==> src/rtl/tss_pkg.sv <==
package tss_pkg;
  localparam int NTHR   = 8;
  localparam int TID_W  = $clog2(NTHR);
  localparam int SLOT_W = 4;
  localparam int FRAME  = 1 << SLOT_W;
  localparam int MODE_W = 3;
  localparam int NMODE  = 1 << MODE_W;
  localparam int EXP_W  = 4;

  typedef struct packed {
    logic             used;
    logic [TID_W-1:0] tid;
  } slot_ent_t;

  // Share exponent per thread (nibble t = thread t): share = 1/2^k, k=0 means no slots.
  function automatic logic [NTHR*EXP_W-1:0] share_row(input int m);
    case (m)
      0:       share_row = 32'h44444431;
      1:       share_row = 32'h44443322;
      2:       share_row = 32'h33333333;
      3:       share_row = 32'h00003331;
      4:       share_row = 32'h00033222;
      5:       share_row = 32'h04442224;
      6:       share_row = 32'h44444314;
      default: share_row = 32'h00033313;
    endcase
  endfunction

  function automatic int bit_rev(input int s);
    int r;
    r = 0;
    for (int i = 0; i < SLOT_W; i++)
      if (((s >> i) & 1) == 1) r = r | (1 << (SLOT_W - 1 - i));
    return r;
  endfunction

  // Larger shares take aligned blocks of the bit-reversed slot space first,
  // which spreads each thread's slots evenly across the frame.
  function automatic slot_ent_t owner_of(input int m, input int s);
    slot_ent_t e;
    logic [NTHR*EXP_W-1:0] row;
    int base;
    int r;
    int span;
    e    = '0;
    row  = share_row(m);
    base = 0;
    r    = bit_rev(s);
    for (int k = 1; k <= SLOT_W; k++) begin
      for (int t = 0; t < NTHR; t++) begin
        if (int'(row[t*EXP_W +: EXP_W]) == k) begin
          span = FRAME >> k;
          if (r >= base && r < base + span) begin
            e.used = 1'b1;
            e.tid  = TID_W'(t);
          end
          base = base + span;
        end
      end
    end
    return e;
  endfunction
endpackage

==> src/rtl/tss_slot_counter.sv <==
module tss_slot_counter #(
  parameter int SLOT_W = tss_pkg::SLOT_W,
  parameter int MODE_W = tss_pkg::MODE_W,
  parameter int NTHR   = tss_pkg::NTHR
) (
  input  logic              clk,
  input  logic              rst,
  input  logic [MODE_W-1:0] mode_i,
  input  logic [NTHR-1:0]   en_i,
  output logic [SLOT_W-1:0] slot_o,
  output logic [MODE_W-1:0] mode_o,
  output logic [NTHR-1:0]   en_o
);
  localparam logic [SLOT_W-1:0] LAST_SLOT = {SLOT_W{1'b1}};
  localparam logic [NTHR-1:0]   EN_RST    = NTHR'(1);

  logic [SLOT_W-1:0] slot_q;
  logic [MODE_W-1:0] mode_q;
  logic [NTHR-1:0]   en_q;

  always_ff @(posedge clk) begin
    if (rst) begin
      slot_q <= '0;
      mode_q <= '0;
      en_q   <= EN_RST;
    end else begin
      slot_q <= slot_q + 1'b1;
      if (slot_q == LAST_SLOT) begin
        mode_q <= mode_i;
        en_q   <= en_i;
      end
    end
  end

  assign slot_o = slot_q;
  assign mode_o = mode_q;
  assign en_o   = en_q;

  p_slot_wrap_r8: assert property (@(posedge clk) disable iff (rst)
    (slot_q == LAST_SLOT) |=> (slot_q == '0));
  p_slot_step_r8: assert property (@(posedge clk) disable iff (rst)
    (slot_q != LAST_SLOT) |=> (slot_q == $past(slot_q) + 1'b1));
  p_cfg_hold_r6: assert property (@(posedge clk) disable iff (rst)
    (slot_q != '0) |-> ($stable(mode_q) && $stable(en_q)));
endmodule

==> src/rtl/tss_slot_table.sv <==
module tss_slot_table #(
  parameter int SLOT_W = tss_pkg::SLOT_W,
  parameter int MODE_W = tss_pkg::MODE_W
) (
  input  logic [MODE_W-1:0]     mode_i,
  input  logic [SLOT_W-1:0]     slot_i,
  output tss_pkg::slot_ent_t    ent_o
);
  localparam int DEPTH = (1 << MODE_W) * (1 << SLOT_W);

  tss_pkg::slot_ent_t rom [DEPTH];

  for (genvar m = 0; m < (1 << MODE_W); m++) begin : g_mode
    for (genvar s = 0; s < (1 << SLOT_W); s++) begin : g_slot
      assign rom[m * (1 << SLOT_W) + s] = tss_pkg::owner_of(m, s);
    end
  end

  assign ent_o = rom[{mode_i, slot_i}];
endmodule

==> src/rtl/tss_grant_reg.sv <==
module tss_grant_reg #(
  parameter int NTHR  = tss_pkg::NTHR,
  parameter int TID_W = tss_pkg::TID_W
) (
  input  logic               clk,
  input  logic               rst,
  input  tss_pkg::slot_ent_t ent_i,
  input  logic [NTHR-1:0]    en_i,
  output logic [NTHR-1:0]    grant_o,
  output logic [TID_W-1:0]   tid_o,
  output logic               valid_o
);
  logic hit;

  always_comb hit = ent_i.used && en_i[ent_i.tid];

  always_ff @(posedge clk) begin
    if (rst) begin
      grant_o <= '0;
      tid_o   <= '0;
      valid_o <= 1'b0;
    end else begin
      valid_o <= hit;
      tid_o   <= hit ? ent_i.tid : '0;
      grant_o <= hit ? (NTHR'(1) << ent_i.tid) : '0;
    end
  end

  p_onehot_r1: assert property (@(posedge clk) disable iff (rst)
    $onehot0(grant_o));
  p_valid_r1: assert property (@(posedge clk) disable iff (rst)
    valid_o == (grant_o != '0));
  p_tid_r1: assert property (@(posedge clk) disable iff (rst)
    valid_o |-> grant_o[tid_o]);
  p_no_steal_r4: assert property (@(posedge clk) disable iff (rst)
    (grant_o & ~$past(en_i)) == '0);
endmodule

==> src/rtl/thread_slot_sched.sv <==
module thread_slot_sched #(
  parameter int NTHR   = tss_pkg::NTHR,
  parameter int TID_W  = tss_pkg::TID_W,
  parameter int SLOT_W = tss_pkg::SLOT_W,
  parameter int MODE_W = tss_pkg::MODE_W
) (
  input  logic              clk,
  input  logic              rst,
  input  logic [MODE_W-1:0] mode_i,
  input  logic [NTHR-1:0]   thr_en_i,
  output logic [NTHR-1:0]   grant_o,
  output logic [TID_W-1:0]  thread_o,
  output logic              valid_o
);
  logic [SLOT_W-1:0]  slot;
  logic [MODE_W-1:0]  mode;
  logic [NTHR-1:0]    en;
  tss_pkg::slot_ent_t ent;

  tss_slot_counter #(.SLOT_W(SLOT_W), .MODE_W(MODE_W), .NTHR(NTHR)) u_cnt (
    .clk(clk), .rst(rst), .mode_i(mode_i), .en_i(thr_en_i),
    .slot_o(slot), .mode_o(mode), .en_o(en)
  );

  tss_slot_table #(.SLOT_W(SLOT_W), .MODE_W(MODE_W)) u_tab (
    .mode_i(mode), .slot_i(slot), .ent_o(ent)
  );

  tss_grant_reg #(.NTHR(NTHR), .TID_W(TID_W)) u_grant (
    .clk(clk), .rst(rst), .ent_i(ent), .en_i(en),
    .grant_o(grant_o), .tid_o(thread_o), .valid_o(valid_o)
  );

  p_reset_quiet_r7: assert property (@(posedge clk)
    $past(rst) |-> (grant_o == '0 && !valid_o));
endmodule

==> config.mk <==
export PLATFORM = sky130hd
export DESIGN_NAME = thread_slot_sched
export DESIGN_NICKNAME = d
export VERILOG_FILES = /design/src/rtl/tss_pkg.sv /design/src/rtl/tss_slot_counter.sv /design/src/rtl/tss_slot_table.sv /design/src/rtl/tss_grant_reg.sv /design/src/rtl/thread_slot_sched.sv
export SDC_FILE = /design/constraint.sdc
export NUM_CORES = 1
export LEC_CHECK = 0
export ABC_AREA = 1
export BUFFER_PORTS_ARGS = -buffer_cell sky130_fd_sc_hd__buf_2
export CORE_MARGIN = 4
export CORE_UTILIZATION = 40
export CTS_CLUSTER_SIZE = 20
export DETAILED_ROUTE_END_ITERATION = 12
export PLACE_DENSITY = 0.65
export SLEW_MARGIN = 10
export SYNTH_ARGS = -nofsm -noshare
export SYNTH_HDL_FRONTEND = slang
export SYNTH_SLANG_ARGS = --single-unit
==> constraint.sdc <==
create_clock -name clk -period 2.1 [get_ports clk]
set_input_delay 0.105 -clock clk [delete_from_list [all_inputs] [get_ports clk]]
set_output_delay 0.105 -clock clk [all_outputs]
set_load 0.03 [all_outputs]
; Word level (Yosys, flattened, before mapping)
; Memory sizes are Yosys's and may differ from the RTL's.
; Cells that the tools add are included.
[word_totals]
wordCells = 20
n_memories = 1
mem_bits_ro = 512
in_bits = 13
ff_bits = 27
[classes]
order_cmp = 2
n_mux = 4
reduce_logical = 2
shifts = 1
bitwise = 2
n_eq_ne = 1
addsub = 1
[mem_list]
columns = name, words, word_bits, read_ports, rd_ports_with_merged_regs, wr, line_no
row1 = (no name shown), 128, 4, 1, 0, 0, tss_slot_table.sv:19  ; assign ent_o = rom[{mode_i, slot_i}];
[op_table]
columns = cell, n
row1 = $ge 8x8->1 const B, 1
row2 = $mux 4, 2
row3 = $not 7->8, 1
row4 = $shl 1x3->8 const A, 1
row5 = $add 4x1->4 const B, 1
row6 = $eq 4x4->1 const B, 1
row7 = $lt 3x4->1 const B, 1
row8 = $bmux 1 s3, 1
row9 = $reduce_or 2->1, 1
row10 = $logic_and 1x1->1, 1
row11 = $mux 1, 1
row12 = $not 1->1, 1

; Longest topological paths before layout
[depth]
depth_word = 9
depth_mapped = 15
depth_no_buf = 15

; Hierarchy
; A second synthesis with hierarchy kept.
[unflattened]
hier_cells = 228
area_unflattened_um2 = 1487.7
[by_module_without_submodules]
columns = module, area_each_um2, n_inst, cells_per_inst, seq_area_each_um2
row1 = tss_slot_counter, 603.1, 1, 87, 300.3
row2 = tss_slot_table, 455.4, 1, 86, 0.0
row3 = tss_grant_reg, 429.2, 1, 55, 240.2

; Worst setup path after synthesis
; No wires, ideal clock.
[synth_timing]
path_kind = register to register
start = reg u_cnt.slot_q[0] (netlist: u_cnt.slot_o[0])
end = reg u_grant.tid_o[0]
path_buffers = 0
arrival_ns = 1.764
stages_incl_launch_ff = 16
setup_slack_ns = 0.270
path_cell_list = dfxtp_1 > inv_1 > ha_1 > inv_1 > nand2_1 > nand3_1 > nand3_1 > nand3_1 > nand2_1 > nand2_2 > inv_1 > nand2_1 > nand2_1 > nand2_2 > nand3_1 > nor2_1
[synth_via]
elab_chain_len = 9
[synth_rtl]
columns = item, line_no
row1 = "start, declared", tss_slot_counter.sv:17  ; logic [SLOT_W-1:0] slot_q;
row2 = "start signal, assigned", tss_slot_counter.sv:27  ; slot_q <= slot_q + 1'b1;
row3 = $not 7->8 (implied by the code) *, tss_slot_table.sv:19
row4 = $mem_v2 128x4 *, -
row5 = $mux 4 (implied by the code) * (2 in a row), tss_slot_table.sv:19
row6 = $bmux 1 s3, tss_grant_reg.sv:15  ; always_comb hit = ent_i.used && en_i[ent_i.tid];
row7 = $mux 1 (implied by the code), tss_grant_reg.sv:15
row8 = $logic_and 1x1->1, tss_grant_reg.sv:15
row9 = $not 1->1 (no source line), -
row10 = $reduce_or 2->1 (no source line), -
row11 = "end signal, assigned", tss_grant_reg.sv:24  ; tid_o <= hit ? ent_i.tid : '0;
row12 = "end, declared", tss_grant_reg.sv:10  ; output logic [TID_W-1:0] tid_o,
; Every way passes the cells marked *; elsewhere a longest branch is shown, timed or not. The select of a mux whose other input is x is not followed.
; A chain may end at the register's enable or synchronous reset.

; Worst setup path in the final report
[layout_timing]
start = reg u_cnt.slot_q[0] (netlist: u_cnt.slot_o[0])
end = reg u_grant.grant_o[3]
[layout_via]
elab_chain_len = 9
word_cells_on_any_way = 10
cone_classes = shift (1) / mux (4) / bitwise (2) / reduce/logical (2) / memory (1)
[layout_rtl]
columns = item, line_no
row1 = $not 7->8 (implied by the code) *, tss_slot_table.sv:19
row2 = $mem_v2 128x4 *, -
row3 = $mux 4 (implied by the code) * (2 in a row), tss_slot_table.sv:19
row4 = $bmux 1 s3, tss_grant_reg.sv:15
row5 = $mux 1 (implied by the code), tss_grant_reg.sv:15
row6 = $logic_and 1x1->1, tss_grant_reg.sv:15
row7 = $not 1->1 (no source line), -
row8 = $reduce_or 2->1 (no source line), -
row9 = "end signal, assigned", tss_grant_reg.sv:25  ; grant_o <= hit ? (NTHR'(1) << ent_i.tid) : '0;
row10 = "end, declared", tss_grant_reg.sv:9  ; output logic [NTHR-1:0] grant_o,
; Marks and branches as above.

==> flow_summary_export.csv <==
group,metric,value,unit
timing,finalMaxSlewViolations,0,
synthesis,syn_area,0.00142,mm^2
clock_network,clockBufferDepth,2,
floorplan,boundaryPins,25,
worst_setup_path,crit_required,2370,ps
clock_network,htree_levels,1,
cells_and_area,layoutNonFillerInstCount,280,
synthesis,ys_seq_area_share,38.2,%
global_route,grt-ovfl-total,0,
timing,rsz0062_at_grt,"true",
cells_and_area,fillCellCount,328,
global_route,grt_max_degree,21,
global_route,grt_pass1_wl,5090,um
cells_and_area,drive_above_1_share,31.6,%
synthesis,synth_common_cells,"nand2_1 (40), dfxtp_1 (27), inv_1 (27)",
route,drc_errors,0,
clock_network,clkTransAtPathRegs,140,ps
global_route,first_global_vias,1169,
synthesis,ys_types,26,
worst_setup_path,critPathCaptureType,"register",
floorplan,dieWidth,67.5,um
synthesis,synth.top_cell.area_share,38.2,%
clock_network,cts_sinks,27,
power,power,0.977,mW
timing,finalSetupViolCount,0,
synthesis,yosysWarnings,0,
route,drt_iter0_markers,56,
run_status,status,"complete, but fails checks",
clock_network,cts_root_buf,"clkbuf_4",
route,wirelength,3100,um
timing,hold_viol,1,
clock_network,cts_made_buffers,3,
timing,min_period,2060,ps
synthesis,netlist_instances,200,
cells_and_area,final_nets,255,
power,power_per_cell_area,552,mW/mm^2
placed_design,numPortBuffers,24,
cells_and_area,register_area,547,um^2
route,postRouteAntennaNets,0,
timing,tightest_slew,674,ps
worst_setup_path,regToRegSetupSlack,40,ps
route,first_pass_iters,5,
timing,worst_slack,35.7,ps
run_status,violations,"hold timing",
timing,period_share,98.3,%
floorplan,core.rowCount,21,
power,leakage,0.808,nW
synthesis,synth-seq-cells,27,
floorplan,die_y,67.5,um
floorplan,coreArea,0.00339,mm^2
synthesis,avgSynthCellArea,7.08,um^2
timing,fin_hold_ws,-0.993,ps
placed_design,dp_hpwl,2250,um
synthesis,synth_ff_type,"dfxtp_1",
clock_network,tritoncts,"done",
worst_setup_path,path_max_fanout,6,
route,wire_per_inst,11.1,um
clock_network,clk_latency,330,ps
synthesis,synth_area_leaders,"dfxtp_1 (38%), nand2_1 (11%), o21ai_0 (7.8%), inv_1 (7.2%), ha_1 (6.2%)",
floorplan,die-area,0.00455,mm^2
timing,slew_headroom,54.9,%
synthesis,yosysTopAreaCell,"dfxtp_1",
route,vias,1342,
placed_design,dp.cells,270,
cells_and_area,fin_util,52.2,%
worst_setup_path,startpoint_type,"register",
power,peakVddDrop,0.413,mV
synthesis,synth-edff-count,0,
route,vias_per_cell,4.79,
global_route,antenna_found_initial,0,
timing,skew,14.5,ps
worst_setup_path,arrival,2330,ps
cells_and_area,areaGrowthSynthToFinish,25.0,%
synthesis,synth_nets,220,
flow_run,cap_viol_max_count,0,
placed_design,gp_congestion,0.939,
synthesis,ys_async_sr_fraction,0,%
min_path,hold_path.class,"in -> reg",
timing,max_freq,0.484,GHz
worst_setup_path,crit_type,"reg -> reg",
cells_and_area,multiInputGateArea,817,um^2
synthesis,synth.most_common_cell,"nand2_1",
placed_design,pre_cts_slack,23.4,ps
global_route,groute.usage.overall,14.4,%
floorplan,start_util,41.7,%
cells_and_area,antennaDiodeCount,0,
==> cell families (layout without fill, tap and decap cells) <==
family	count (synthesis)	in the layout	synth area share, %
simple gates	87	87	28.6
compound gates	45	45	17.1
buf+inv	34	68	9.90
flops	27	27	38.2
fa+ha+maj	7	7	6.19
==> registers in the layout, summed over array words and instances, names as in the netlist <==
| name | count |
|---|---|
| u_cnt.slot_o | 4 |
| u_grant.tid_o | 3 |
| u_grant.valid_o | 1 |
| u_grant.grant_o | 8 |
| u_cnt.mode_o | 3 |
| u_cnt.en_o | 8 |
==> per-layer routing <==
layer,vias to the layer above,GRT usage (%),routed length (um)
li1,720,-,-
met1,577,20.3,1470
met2,41,21.9,1400
met3,4,3.66,183
met4,0,3.04,44
met5,-,0,0
==> critical path, cell delays in order (launching register included) <==
cell        delay, ps
dfxtp_4           410
clkinvlp_4        140
ha_1              230
nand3b_1          150
nand3_1           110
nand3_2           100
nand2_4           120
nand3_4           110
nand2_2            90
nand2_2            40
nand2_1            50
nand2_1            60
nand2_2           130
nand4_4           140
nor2_2            130
==> final timing paths <==
check | depth (start not counted) | from | endpoint
hold / removal | 2 | rst | u_cnt.slot_o[0]$_SDFF_PP0_
setup / recovery | 14 | u_cnt.slot_o[0]$_SDFF_PP0_ | u_grant.grant_o[3]$_SDFF_PP0_
setup reg to reg | 14 | u_cnt.slot_o[0]$_SDFF_PP0_ | u_grant.grant_o[3]$_SDFF_PP0_
hold reg to reg | 2 | u_cnt.en_o[5]$_SDFFE_PP0N_ | u_cnt.en_o[5]$_SDFFE_PP0N_
==> stage by stage <==
| step | setup TNS [ps] | hold slack (ps) | instance area [um^2] |
|---|---|---|---|
| 6_report | 0 | -0.993 | 1770 |
| 5_1_grt | -607 | 2.76 | 1770 |
| 4_1_cts | 0 | 6.96 | 1640 |
| 3_5_place_dp | 0 | 330 | 1600 |
| 3_3_place_gp | 0 | 323 | 1600 |
| 2_1_floorplan | 0 | 172 | 1420 |
==> report_power, final <==
| group | switching, mW | internal [mW] | total [mW] |
|---|---|---|---|
| sequential | 0.0112 | 0.527 | 0.538 |
| clock | 0.144 | 0.0745 | 0.218 |
| combinational | 0.132 | 0.0884 | 0.220 |
==> final cells by class <==
type                            instances  area share [%]
Clock buffer                            4            1.49
Inverter                               28            6.15
Multi-Input combinational cell        139            46.2
Sequential cell                        27            30.9
Tap cell                               46            3.25
Timing Repair Buffer                   36            12.0
==> layout by cell type (no fill, tap or decap), types with 2 or more instances in the layout <==
master,n
nand3_2,3
clkbuf_4,3
nand2_2,8
buf_4,11
a21oi_1,16
dfxtp_2,2
nand4_1,5
a21oi_2,2
o21ai_0,21
nand2_4,2
nor2_1,14
ha_1,5
buf_2,24
o21a_1,2
nor2_2,6
dfxtp_1,24
inv_1,21
nand2_1,35
inv_2,6
nand3_1,9
nand3_4,2
==> what timing repair did <==
| action | 4_1_cts | 5_1_grt |
|---|---|---|
| resized for setup | 1 | 30 |
| pin swaps | 0 | 12 |
| gates cloned | 0 | 0 |
| hold buffers | 1 | 0 |
| buffers inserted | 0 | 5 |
| hold endpoints to repair | 1 | 0 |
| endpoints found under the setup margin | 10 | 12 |
No activity file was read; power rests on OpenSTA's default activity.
